$ cat config.mk
export PLATFORM = sky130hd
export DESIGN_NAME = soft_gain_ctrl
export DESIGN_NICKNAME = d
export VERILOG_FILES = /design/src/rtl/sgc_pkg.sv /design/src/rtl/sgc_clamp.sv /design/src/rtl/sgc_pacer.sv /design/src/rtl/sgc_ramp.sv /design/src/rtl/soft_gain_ctrl.sv
export SDC_FILE = /design/constraint.sdc
export NUM_CORES = 1
export LEC_CHECK = 0
export CELL_PAD_IN_SITES_DETAIL_PLACEMENT = 0
export CELL_PAD_IN_SITES_GLOBAL_PLACEMENT = 1
export CORE_MARGIN = 2
export CORE_UTILIZATION = 40
export DETAILED_ROUTE_END_ITERATION = 6
export PLACE_DENSITY = 0.84
export SLEW_MARGIN = 25
export SYNTH_ARGS = -nofsm -noshare
export SYNTH_HDL_FRONTEND = slang
export SYNTH_SLANG_ARGS = --single-unit
$ cat constraint.sdc
create_clock -name clk -period 8 [get_ports clk]
set_input_delay 2 -clock clk [delete_from_list [all_inputs] [get_ports clk]]
set_output_delay 2 -clock clk [all_outputs]
set_load 0.02 [all_outputs]
$ cat src/rtl/sgc_pkg.sv
package sgc_pkg;
    typedef enum logic [1:0] {
        ST_OFF    = 2'd0,
        ST_LIVE   = 2'd1,
        ST_DRAIN  = 2'd2,
        ST_SILENT = 2'd3
    } sgc_state_e;

    localparam logic [1:0] MODE_EVERY = 2'b00;
    localparam logic [1:0] MODE_ALT   = 2'b01;
endpackage

$ cat src/rtl/sgc_clamp.sv
module sgc_clamp #(
    parameter int GAIN_W   = 7,
    parameter int GAIN_TOP = 119
) (
    input  logic [GAIN_W-1:0] code_i,
    output logic [GAIN_W-1:0] code_o
);
    localparam logic [GAIN_W-1:0] TOP_CODE = GAIN_W'(GAIN_TOP);

    always_comb begin
        if (code_i > TOP_CODE) code_o = TOP_CODE;
        else                   code_o = code_i;
    end
endmodule

$ cat src/rtl/sgc_pacer.sv
module sgc_pacer
    import sgc_pkg::*;
(
    input  logic       clk,
    input  logic       rst_n,
    input  logic       stb_i,
    input  logic [1:0] mode_i,
    input  logic       pwr_i,
    output logic       adv_o,
    output logic       jump_o
);
    logic phase_q;

    always_ff @(posedge clk or negedge rst_n) begin
        if (!rst_n)                        phase_q <= 1'b0;
        else if (!pwr_i || mode_i != MODE_ALT) phase_q <= 1'b0;
        else if (stb_i)                    phase_q <= ~phase_q;
    end

    always_comb begin
        jump_o = mode_i[1];
        if (mode_i == MODE_ALT) adv_o = stb_i & phase_q;
        else                    adv_o = stb_i;
    end
endmodule

$ cat src/rtl/sgc_ramp.sv
module sgc_ramp
    import sgc_pkg::*;
#(
    parameter int GAIN_W = 7
) (
    input  logic              clk,
    input  logic              rst_n,
    input  logic              pwr_i,
    input  logic              mute_i,
    input  logic [GAIN_W-1:0] prog_i,
    input  logic              adv_i,
    input  logic              jump_i,
    output logic [GAIN_W-1:0] applied_o,
    output logic              mute_o,
    output logic              powered_o
);
    localparam logic [GAIN_W-1:0] ZERO = '0;
    localparam logic [GAIN_W-1:0] ONE  = GAIN_W'(1);

    sgc_state_e        state_q, state_d;
    logic [GAIN_W-1:0] app_q, app_d, target;

    always_comb target = mute_i ? ZERO : prog_i;

    always_comb begin
        state_d = state_q;
        if (!pwr_i) begin
            state_d = ST_OFF;
        end else begin
            unique case (state_q)
                ST_OFF:    state_d = mute_i ? ST_SILENT : ST_LIVE;
                ST_LIVE:   if (mute_i) state_d = (app_q == ZERO) ? ST_SILENT : ST_DRAIN;
                ST_DRAIN:  if (!mute_i) state_d = ST_LIVE;
                           else if (app_q == ZERO) state_d = ST_SILENT;
                ST_SILENT: if (!mute_i) state_d = ST_LIVE;
            endcase
        end
    end

    always_comb begin
        app_d = app_q;
        if (!pwr_i || state_q == ST_OFF) begin
            app_d = ZERO;
        end else if (adv_i) begin
            if (jump_i)              app_d = target;
            else if (app_q < target) app_d = app_q + ONE;
            else if (app_q > target) app_d = app_q - ONE;
        end
    end

    always_ff @(posedge clk or negedge rst_n) begin
        if (!rst_n) begin
            state_q <= ST_OFF;
            app_q   <= ZERO;
        end else begin
            state_q <= state_d;
            app_q   <= app_d;
        end
    end

    always_comb begin
        applied_o = app_q;
        unique case (state_q)
            ST_OFF:    begin mute_o = 1'b1; powered_o = 1'b0; end
            ST_LIVE:   begin mute_o = 1'b0; powered_o = 1'b1; end
            ST_DRAIN:  begin mute_o = 1'b0; powered_o = 1'b1; end
            ST_SILENT: begin mute_o = 1'b1; powered_o = 1'b1; end
        endcase
    end
endmodule

$ cat src/rtl/soft_gain_ctrl.sv
module soft_gain_ctrl #(
    parameter int GAIN_W   = 7,
    parameter int GAIN_TOP = 119
) (
    input  logic              clk,
    input  logic              rst_n,
    input  logic [GAIN_W-1:0] gain_code_i,
    input  logic              mute_req_i,
    input  logic [1:0]        step_mode_i,
    input  logic              sample_stb_i,
    input  logic              chan_pwr_i,
    output logic [GAIN_W-1:0] gain_applied_o,
    output logic              mute_o,
    output logic              settled_o,
    output logic              powered_o
);
    logic [GAIN_W-1:0] prog_clamped;
    logic              adv, jump;

    sgc_clamp #(.GAIN_W(GAIN_W), .GAIN_TOP(GAIN_TOP)) u_clamp (
        .code_i (gain_code_i),
        .code_o (prog_clamped)
    );

    sgc_pacer u_pacer (
        .clk    (clk),
        .rst_n  (rst_n),
        .stb_i  (sample_stb_i),
        .mode_i (step_mode_i),
        .pwr_i  (chan_pwr_i),
        .adv_o  (adv),
        .jump_o (jump)
    );

    sgc_ramp #(.GAIN_W(GAIN_W)) u_ramp (
        .clk       (clk),
        .rst_n     (rst_n),
        .pwr_i     (chan_pwr_i),
        .mute_i    (mute_req_i),
        .prog_i    (prog_clamped),
        .adv_i     (adv),
        .jump_i    (jump),
        .applied_o (gain_applied_o),
        .mute_o    (mute_o),
        .powered_o (powered_o)
    );

    always_comb settled_o = powered_o && (gain_applied_o == prog_clamped);
endmodule

==> Word-level counts from Yosys, hierarchy flattened <==
Cells that the tools add are included.
{ "classes": {"add_sub_neg": 2, "magnitude_cmp": 3, "eq_ne": 9, "n_mux": 20, "bitwise_logic": 2, "reduce_logical": 14} }
{ "op_table": {"columns": ["cell", "count"], "rows": [
  ["7-bit 2-to-1 mux", 7],
  ["2-bit 2-to-1 mux", 6],
  ["2-bit case mux with 4 select lines", 1],
  ["7-bit by 1-bit adder with 7-bit output, second input constant", 1],
  ["7-bit == test", 1],
  ["7-bit > comparator", 1],
  ["7-bit > comparator, second input constant", 1],
  ["7-bit zero test", 1],
  ["7-bit less-than comparator", 1],
  ["7-bit by 1-bit subtractor with 7-bit output, second input constant", 1],
  ["3-bit inequality test, second input constant", 2],
  ["2-bit by 1-bit == test with 1-bit output, second input constant", 2],
  ["2-bit == test, second input constant", 2],
  ["1-bit 2-to-1 mux", 4],
  ["4-bit by 3-bit inequality test with 1-bit output, second input constant", 1],
  ["1-bit case mux with 2 select lines", 2],
  ["2-bit nonzero test", 2],
  ["4-bit nonzero test", 1],
  ["2-bit OR reduction", 2],
  ["3-bit AND reduction", 1],
  ["3-bit OR reduction", 1],
  ["2-bit zero test", 1],
  ["1-bit logical OR", 2],
  ["2-bit by 1-bit inequality test with 1-bit output, second input constant", 1],
  ["5 further kinds", 5]
]} }
{ "totals": {"ff_bits": 10, "inputBits": 14, "output_inout_bits": 10, "word_cells": 53} }

==> Logic depth before layout (Yosys ltp) <==
Gate-level depths: netlist of run 1.
{ "logic_depth": {"word_depth": 9, "mapped_depth": 14, "mapped_depth_nobuf": 13} }

==> Cells and area by module <==
A second synthesis of run 1 with hierarchy kept.
{ "unflattened": {"hier_cells": 152, "area_unflattened_um2": 1315.0} }
{ "modules_own_cells": {"columns": ["module", "n_inst", "cells_per_inst", "area_per_inst_um2", "seq_area_each_um2"], "rows": [
  ["sgc_ramp", 1, 127, 1114.8, 225.2],
  ["soft_gain_ctrl", 1, 10, 77.6, 0.0],
  ["sgc_pacer", 1, 6, 70.1, 25.0],
  ["sgc_clamp", 1, 9, 52.6, 0.0]
]} }

==> Least setup slack after synthesis of run 1 <==
Ideal clock, no wire load.
{ "synth_timing": {"path_type": "input -> register", "startpoint": "in gain_code_i[5]", "endpoint": "reg u_ramp.app_q[6], in the netlist u_ramp.applied_o[6]", "setup_time_ns": 0.082, "arrival_time_ns": 4.993, "required_time_ns": 7.918, "slack_ns": 2.925, "path_stages": 13, "path_buffers": 1, "path_cell_list": "and4_1 -> clkbuf_1 -> o21bai_1 -> ha_1 -> a21oi_1 -> a21oi_1 -> or2_2 -> ha_1 -> a211oi_1 -> o21a_1 -> or4_4 -> a2111o_1 -> a31oi_1"} }
{ "synth_between": {"elab_chain_len": 8, "word_cells_on_any_way": 11, "classes_between": "order compare (3); mux (6); reduce/logical (2)"} }
{ "synth_rtl": {"columns": ["element", "line", "source"], "rows": [
  ["start: declaration", "soft_gain_ctrl.sv:7", "input logic [GAIN_W-1:0] gain_code_i,"],
  ["7-bit > comparator", "sgc_clamp.sv:11", "if (code_i > TOP_CODE) code_o = TOP_CODE;"],
  ["7-bit 2-to-1 mux *", "sgc_clamp.sv:11", null],
  ["7-bit 2-to-1 mux *", "sgc_ramp.sv:23", "always_comb target = mute_i ? ZERO : prog_i;"],
  ["7-bit less-than comparator", "sgc_ramp.sv:46", "else if (app_q < target) app_d = app_q + ONE;"],
  ["7-bit 2-to-1 mux", "sgc_ramp.sv:46", null],
  ["7-bit 2-to-1 mux", "sgc_ramp.sv:45", "if (jump_i) app_d = target;"],
  ["7-bit 2-to-1 mux", "sgc_ramp.sv:44", "end else if (adv_i) begin"],
  ["7-bit 2-to-1 mux", "sgc_ramp.sv:42", "if (!pwr_i || state_q == ST_OFF) begin"],
  ["end signal: assignment", "sgc_ramp.sv:57", "app_q <= app_d;"],
  ["end: declaration", "sgc_ramp.sv:21", "logic [GAIN_W-1:0] app_q, app_d, target;"]
]} }
Mark *: on every way between the ends. The rest lies on a longest branch, timed or not. The select of a mux whose other input is x is not followed.
A chain may end at the register's enable or synchronous reset.

==> Final worst setup path of run 1 <==
{ "layout_timing": {"startpoint": "in gain_code_i[5]", "endpoint": "out settled_o"} }
{ "layout_between": {"elab_chain_len": 4} }
{ "layout_rtl": {"columns": ["element", "line", "source"], "rows": [
  ["7-bit > comparator", "sgc_clamp.sv:11", null],
  ["7-bit 2-to-1 mux *", "sgc_clamp.sv:11", null],
  ["7-bit == test *", "soft_gain_ctrl.sv:48", "always_comb settled_o = powered_o && (gain_applied_o == prog_clamped);"],
  ["1-bit logical AND *", "soft_gain_ctrl.sv:48", null],
  ["end: declaration", "soft_gain_ctrl.sv:14", "output logic settled_o,"]
]} }
Mark *: on every way between the ends. The rest lies on a longest branch, timed or not.

==> results.sh, run 1 <==
export IMPL_cts_root_buf="clkbuf_4"
export IMPL_power_leakage_nw=0.638
export IMPL_drive_gt1_share_pct=5.85
export IMPL_placed_cells=201
export IMPL_postSynthAreaPerCell_um2=8.16
export IMPL_synth_simple_area_share_pct=23.9
export IMPL_power_density_nw_per_um2=160
export IMPL_die_w_um=59.1
export IMPL_rr_startpoint="u_ramp.applied_o[6]$_DFFE_PN0P_"
export IMPL_critPathCaptureType="output pin"
export IMPL_nets=205
export IMPL_critPathKind="input port to output pin"
export IMPL_path_cells="clkdlybuf4s50_1, and4_1, nor3_1, a21oi_1, o21ai_0, and3_1, clkdlybuf4s50_1"
export IMPL_finalNonFillerCells=204
export IMPL_wire_per_inst_um=14.2
export IMPL_cpMaxStageDelayCell="clkdlybuf4s50_1"
export IMPL_worstPathMaxFanout=7
export IMPL_rsz0062_at_grt="no"
export IMPL_synthFlopType="dfrtp_1"
export IMPL_dpl_cell_area_um2=1480
export IMPL_synth_mux_area_share_pct=3.40
export IMPL_arrival_ns=3.91
export IMPL_cp_depth=7
export IMPL_grt_max_degree=13
export IMPL_utilization_pct=50.3
export IMPL_synth_compound_area_share_pct=24.5
export IMPL_layout_min_cycle_time_ns=5.91
export IMPL_slew_viol_final=0
export IMPL_r2r_end="u_ramp.applied_o[6]$_DFFE_PN0P_"
export IMPL_ir_worst_vdd_v=0.0000652
export IMPL_gp_congestion=0.840
export IMPL_hold_viol=0
export IMPL_io_pins=24
export IMPL_insertion_delay_ns=0.26
export IMPL_rows=20
export IMPL_vias_per_cell=5.67
export IMPL_n_antenna_cell=0
export IMPL_cts_repair_resized=0
export IMPL_clockBufferDepth=2
export IMPL_numPortBuffers=23
export IMPL_antenna_found_initial=0
export IMPL_cts_sinks=10
export IMPL_synthArstFlopShare_pct=100
export IMPL_layout_common_cells="clkdlybuf4s50_1, ha_1, nor2_1"
export IMPL_synthCells=149
export IMPL_post_route_drc_count=0
export IMPL_postCtsSetupRepairBufs=0
export IMPL_cp_start_kind="input port"
export IMPL_routed_wl_um=2900
export IMPL_worstPathRequired_ns=6.00
export IMPL_crit_path_frequent_cell="clkdlybuf4s50_1"
export IMPL_hp_class="flip-flop to flip-flop"
export IMPL_cp_startpoint="gain_code_i[5]"
export IMPL_ys_ff_latch=10
export IMPL_synth_top_family_by_area="compound AO/OA/AOI/OAI gates"
export IMPL_path_clk_slew_ns=0.06
export IMPL_holdBufCountCts=0
export IMPL_post_dp_hpwl_um=2340
export IMPL_fp_dieH_um=59.1
export IMPL_critPathCapture="settled_o"
export IMPL_holdWs_ns=0.562
export IMPL_synth_edf_count=0
export IMPL_final_cell_area_um2=1500
export IMPL_cts_tree="done"
export IMPL_maxCapViolCount=0
export IMPL_yosysUniqueCellTypes=41
export IMPL_grt_usage_pct=18.2
export IMPL_initial_core_util_pct=40.8
export IMPL_synth_xor_area_share_pct=5.04
export IMPL_worstMarginPinSlew_ns=0.539
export IMPL_route_vias_total=1156
export IMPL_fin_setup_tns_ns=0
export IMPL_reg2reg_slack_ns=4.61
export IMPL_cp_num_buf_inv=2
export IMPL_die_area_um2=3500
export IMPL_skew_ns=0.00252
export IMPL_status="complete, no violations"
export IMPL_synth_warnings=0
export IMPL_drt_first_pass_iters=4
export IMPL_cts_made_buffers=3
export IMPL_grt_overflow_total=0
export IMPL_max_slew_margin_pct=63.1
export IMPL_hold_path_depth=2
export IMPL_htreeDepth=1
export IMPL_layout_commonest_cell="clkdlybuf4s50_1"
export IMPL_synth_seq_area_share_pct=20.6
export IMPL_reg2regPathDepth=10
export IMPL_grt_pass1_vias=1141
export IMPL_syn_area_um2=1220
export IMPL_coreArea_um2=2980
export IMPL_fmax_mhz=169
export IMPL_drt_iter0_drc=38
export IMPL_cp_top_family="buffers and inverters"
export IMPL_syn_to_final_growth_pct=23.1
export IMPL_fin_crit_sh_pct=73.9
export IMPL_synthesis_nets=181
export IMPL_cpPeakStageDelay_ns=0.59
export IMPL_antenna_left=0
export IMPL_grt_first_pass_wirelength_um=5000
export IMPL_synthAdderAreaFrac_pct=19.1
export IMPL_n_fill_cell=305
export IMPL_setup_viol_count_final=0
worst register-to-register path, stage by stage, from the launching register on:
cell and delay [ns]:
dfrtp_1 0.47, ha_1 0.37, a21oi_1 0.18, o21ai_0 0.16, or2_2 0.40, ha_1 0.38
a211oi_1 0.12, o21a_1 0.21, or4_4 0.48, a2111o_1 0.37, a31oi_1 0.17
sequential cells by signal, summed over array words and instances (netlist names):
name              count
u_ramp.state_q        2
u_ramp.applied_o      7
u_pacer.phase_q       1
cell type report:
class                   count  area [µm²]  share of cell area, %
multi-input cells         128         923                   61.7
well taps                  33        41.3                   2.76
clock buffers               3        22.5                   1.50
repair buffers             24         238                   15.9
inverters                   6        22.5                   1.50
flip-flops and latches     10         250                   16.7
cells in the mapped netlist (2+ instances only):
cell type	n	share of area [%]
a211oi_1	6	3.7
o21a_1	3	1.9
ha_1	17	17
nand4_1	3	1.5
a31oi_1	3	1.5
clkbuf_1	4	1.2
or3_1	2	1.0
inv_1	6	1.9
xor2_1	3	2.2
a21boi_0	2	1.2
nand3_1	2	0.82
nand2b_1	6	3.1
mux2i_1	3	2.5
or2_2	2	1.0
nor2_1	12	3.7
o21ai_0	9	3.7
nand2_1	11	3.4
xnor2_1	4	2.9
dfrtp_1	10	21
nand3b_1	4	2.5
a21oi_1	10	4.1
nor3b_1	2	1.2
nor3_1	4	1.6
o22ai_1	2	1.0
o21bai_1	2	1.2
a311oi_1	2	1.4
logic make-up (layout without fill, tap and decap cells):
| logic type | count (synthesis) | count (layout) |
|---|---|---|
| AO/OA/AOI/OAI | 45 | 45 |
| XOR/XNOR | 7 | 7 |
| adder cells (fa/ha/maj) | 18 | 18 |
| buffers and inverters | 11 | 33 |
| flip-flops | 10 | 10 |
| multiplexers | 4 | 4 |
| AND/OR/NAND/NOR | 54 | 54 |
layer usage:
metal / GRT usage (%) / wire (µm)
met1: 23.5 / 1380
met2: 32.5 / 1420
met3: 3.93 / 86
met4: 0.974 / 6
met5: 0 / 0
how the worst min path moves through the flow:
stage	from	to	slack [ns]
2_1_floorplan	u_ramp.state_q[0]$_DFFE_PN0P_	u_ramp.state_q[0]$_DFFE_PN0P_	0.50
3_3_place_gp	u_ramp.state_q[0]$_DFFE_PN0P_	u_ramp.state_q[0]$_DFFE_PN0P_	0.53
3_5_place_dp	u_pacer.phase_q$_DFFE_PN0P_	u_pacer.phase_q$_DFFE_PN0P_	0.55
4_1_cts	u_pacer.phase_q$_DFFE_PN0P_	u_pacer.phase_q$_DFFE_PN0P_	0.57
5_1_grt	u_pacer.phase_q$_DFFE_PN0P_	u_pacer.phase_q$_DFFE_PN0P_	0.59
6_report	u_pacer.phase_q$_DFFE_PN0P_	u_pacer.phase_q$_DFFE_PN0P_	0.56
per-stage QoR:
| step | power [mW] | setup slack, ns |
|---|---|---|
| global route | 0.264 | 2.02 |
| floorplan | 0.162 | 2.93 |
| global placement | 0.203 | 2.18 |
| finish | 0.240 | 2.09 |
| detailed placement | 0.208 | 2.09 |
| CTS | 0.242 | 2.09 |
power breakdown:
part	switching, mW	internal, mW
clock network	0.0156	0.0173
logic	0.0732	0.0648
registers	0.0123	0.0566
Power figures use the tool's default switching activity.
==> inputs of run 2 (changes only) <==
--- a/config.mk
+++ b/config.mk
@@ -8,9 +8,9 @@
 export CELL_PAD_IN_SITES_DETAIL_PLACEMENT = 0
 export CELL_PAD_IN_SITES_GLOBAL_PLACEMENT = 1
 export CORE_MARGIN = 2
-export CORE_UTILIZATION = 40
+export CORE_UTILIZATION = 34
 export DETAILED_ROUTE_END_ITERATION = 6
-export PLACE_DENSITY = 0.84
+export PLACE_DENSITY = 0.76
 export SLEW_MARGIN = 25
 export SYNTH_ARGS = -nofsm -noshare
 export SYNTH_HDL_FRONTEND = slang
==> constraint.sdc (replaced) <==
create_clock -name clk -period 5.2 [get_ports clk]
set_input_delay 1.3 -clock clk [delete_from_list [all_inputs] [get_ports clk]]
set_output_delay 1.3 -clock clk [all_outputs]
set_load 0.02 [all_outputs]
==> run 2 against run 1 <==
  * Clock power grew 130%
  * Utilization shrank 5.2 points
  * Clock skew shrank 0.0019 ns
  * Power grew 65%
  * Critical path type is now input port to flip-flop
  * First-iteration DRC count grew 16%
  * Die area grew 16%
  * Sequential cell count is the same
  * Final area grew 2.0%
  * Final cell count grew 6.9%
  * Count of clock-buffer cells in the layout grew 1
  * Worst setup slack lost 1.7 ns
  * Global-route usage shrank 1.2 points
  * Highest routed layer unchanged
==> results.sh, run 2 (synthesized netlist as in run 1, its figures left out) <==
export IMPL_status="complete, no violations"
export IMPL_fp_dieH_um=63.8
export IMPL_critPathKind="input port to flip-flop"
export IMPL_insertion_delay_ns=0.27
export IMPL_holdBufCountCts=0
export IMPL_routed_wl_um=3180
export IMPL_p_total_mw=0.396
export IMPL_worstPathMaxFanout=7
export IMPL_power_leakage_nw=0.645
export IMPL_p_seq_share_pct=26.7
export IMPL_grt_max_degree=13
export IMPL_ir_worst_vdd_v=0.000102
export IMPL_drive_gt1_share_pct=6.40
export IMPL_path_clk_slew_ns=0.07
export IMPL_grt_overflow_total=0
export IMPL_postCtsSetupRepairBufs=0
export IMPL_cts_sinks=10
export IMPL_layout_commonest_cell="clkdlybuf4s50_1"
export IMPL_htreeDepth=1
export IMPL_clock_power_share_pct=18.7
export IMPL_post_dp_hpwl_um=2490
export IMPL_fmax_mhz=207
export IMPL_fin_crit_sh_pct=93.0
export IMPL_critPathCaptureType="flip-flop"
export IMPL_fin_ws_ns=0.366
export IMPL_antenna_left=0
export IMPL_rows=21
export IMPL_wire_per_inst_um=14.6
export IMPL_switching_share_pct=42.1
export IMPL_maxCapViolCount=0
export IMPL_cts_repair_resized=0
export IMPL_post_place_ws_ns=0.0917
export IMPL_layout_min_cycle_time_ns=4.83
export IMPL_grt_pass1_vias=1192
export IMPL_grt_usage_pct=17.0
export IMPL_fin_setup_tns_ns=0
export IMPL_initial_core_util_pct=35.9
export IMPL_dpl_cell_area_um2=1490
export IMPL_cts_root_buf="clkbuf_4"
export IMPL_clockBufferDepth=2
export IMPL_placed_cells=214
export IMPL_drt_first_pass_iters=4
export IMPL_largest_reg_flops=7
export IMPL_grt_first_pass_wirelength_um=5560
export IMPL_drt_iter0_drc=44
export IMPL_die_w_um=63.8
export IMPL_nets=205
export IMPL_hp_class="flip-flop to flip-flop"
export IMPL_worstPathRequired_ns=5.39
export IMPL_power_density_nw_per_um2=259
export IMPL_worstMarginPinSlew_ns=0.532
export IMPL_slew_viol_final=0
export IMPL_numPortBuffers=23
export IMPL_arrival_ns=5.03
export IMPL_route_vias_total=1210
export IMPL_cts_made_buffers=3
export IMPL_reg2regPathDepth=10
export IMPL_coreArea_um2=3390
export IMPL_syn_to_final_growth_pct=25.6
export IMPL_gp_congestion=0.782
export IMPL_final_cell_area_um2=1530
export IMPL_antenna_found_initial=0
export IMPL_finalNonFillerCells=218
export IMPL_hold_viol=0
export IMPL_layout_common_cells="clkdlybuf4s50_1, ha_1, nor2_1"
export IMPL_p_comb_share_pct=54.6
export IMPL_max_slew_margin_pct=63.6
export IMPL_cp_start_kind="input port"
export IMPL_internal_power_mw=0.229
export IMPL_rsz0062_at_grt="no"
export IMPL_die_area_um2=4070
export IMPL_post_route_drc_count=0
export IMPL_vias_per_cell=5.55
export IMPL_setup_viol_count_final=0
export IMPL_skew_ns=0.000652
export IMPL_n_antenna_cell=0
export IMPL_io_pins=24
export IMPL_switching_power_mw=0.167
export IMPL_cts_tree="done"
export IMPL_hold_path_depth=2
run 2: cell types whose count changed in the layout (fill, tap and decap cells not counted), sizes merged:
| cell | before | now |
|---|---|---|
| clkbuf | 3 | 4 |
run 2: per-layer routing:
metal / share of wire (%) / routed length [µm] / global-route usage (%) / vias to the layer above
met5: 0 / 0 / 0 / -
met4: 0.82 / 26 / 3.26 / 0
met1: 45 / 1440 / 22.2 / 570
li1: - / - / - / 608
met2: 50 / 1580 / 29.4 / 30
met3: 3.9 / 124 / 2.82 / 2
run 2: through the flow:
| step | hold slack (ns) | utilization, % |
|---|---|---|
| after CTS | 0.551 | 45.1 |
| after global routing | 0.587 | 45.1 |
| after global placement | 0.531 | 44.0 |
| final | 0.547 | 45.1 |
| after detailed placement | 0.535 | 44.0 |
| after floorplan | 0.504 | - |
run 2: final cells by class:
cell class,instances,area (µm²)
Fill cell,334,1860
Multi-Input combinational cell,128,923
Sequential cell,10,250
Timing Repair Buffer,24,238
Tap cell,46,57.6
Clock buffer,4,36.3
Inverter,6,22.5
run 2: power by group through the flow:
| stage | Clock [mW] | Combinational, mW | Sequential [mW] |
|---|---|---|---|
| finish | 0.0742 | 0.216 | 0.106 |
| detailed placement | 0 | 0.216 | 0.108 |
| global route | 0.0795 | 0.246 | 0.108 |
| floorplan | 0 | 0.142 | 0.107 |
| global placement | 0 | 0.210 | 0.107 |
| CTS | 0.0774 | 0.217 | 0.106 |
run 2: worst max-delay path, stage by stage:
cell             delay, ns
clkdlybuf4s50_1       0.54
and4_1                0.35
o21bai_1              0.11
ha_1                  0.31
a21oi_1               0.19
a21oi_1               0.13
or2_2                 0.37
ha_1                  0.38
a211oi_1              0.11
o21a_1                0.21
or4_4                 0.49
a2111o_1              0.37
a31oi_1               0.16
run 2: path summary, 6_finish.rpt:
check | start | to | slack [ns]
worst min register to register | u_ramp.state_q[0]$_DFFE_PN0P_ | u_ramp.state_q[0]$_DFFE_PN0P_ | 0.55
worst max register to register | u_ramp.applied_o[6]$_DFFE_PN0P_ | u_ramp.applied_o[6]$_DFFE_PN0P_ | 1.75
max in group asynchronous | rst_n | u_ramp.state_q[1]$_DFFE_PN0P_ | 3.49
min in group asynchronous | rst_n | u_ramp.applied_o[2]$_DFFE_PN0P_ | 1.36
worst min-delay path | u_ramp.state_q[0]$_DFFE_PN0P_ | u_ramp.state_q[0]$_DFFE_PN0P_ | 0.55
worst max-delay path | gain_code_i[5] | u_ramp.applied_o[6]$_DFFE_PN0P_ | 0.37
==> inputs of run 3 (changes only) <==
--- a/config.mk
+++ b/config.mk
@@ -5,6 +5,7 @@
 export SDC_FILE = /design/constraint.sdc
 export NUM_CORES = 1
 export LEC_CHECK = 0
+export ABC_CLOCK_PERIOD_IN_PS = 5200
 export CELL_PAD_IN_SITES_DETAIL_PLACEMENT = 0
 export CELL_PAD_IN_SITES_GLOBAL_PLACEMENT = 1
 export CORE_MARGIN = 2
==> results of run 3 <==
The final DEF is identical to that of run 2; final timing and power are the same.
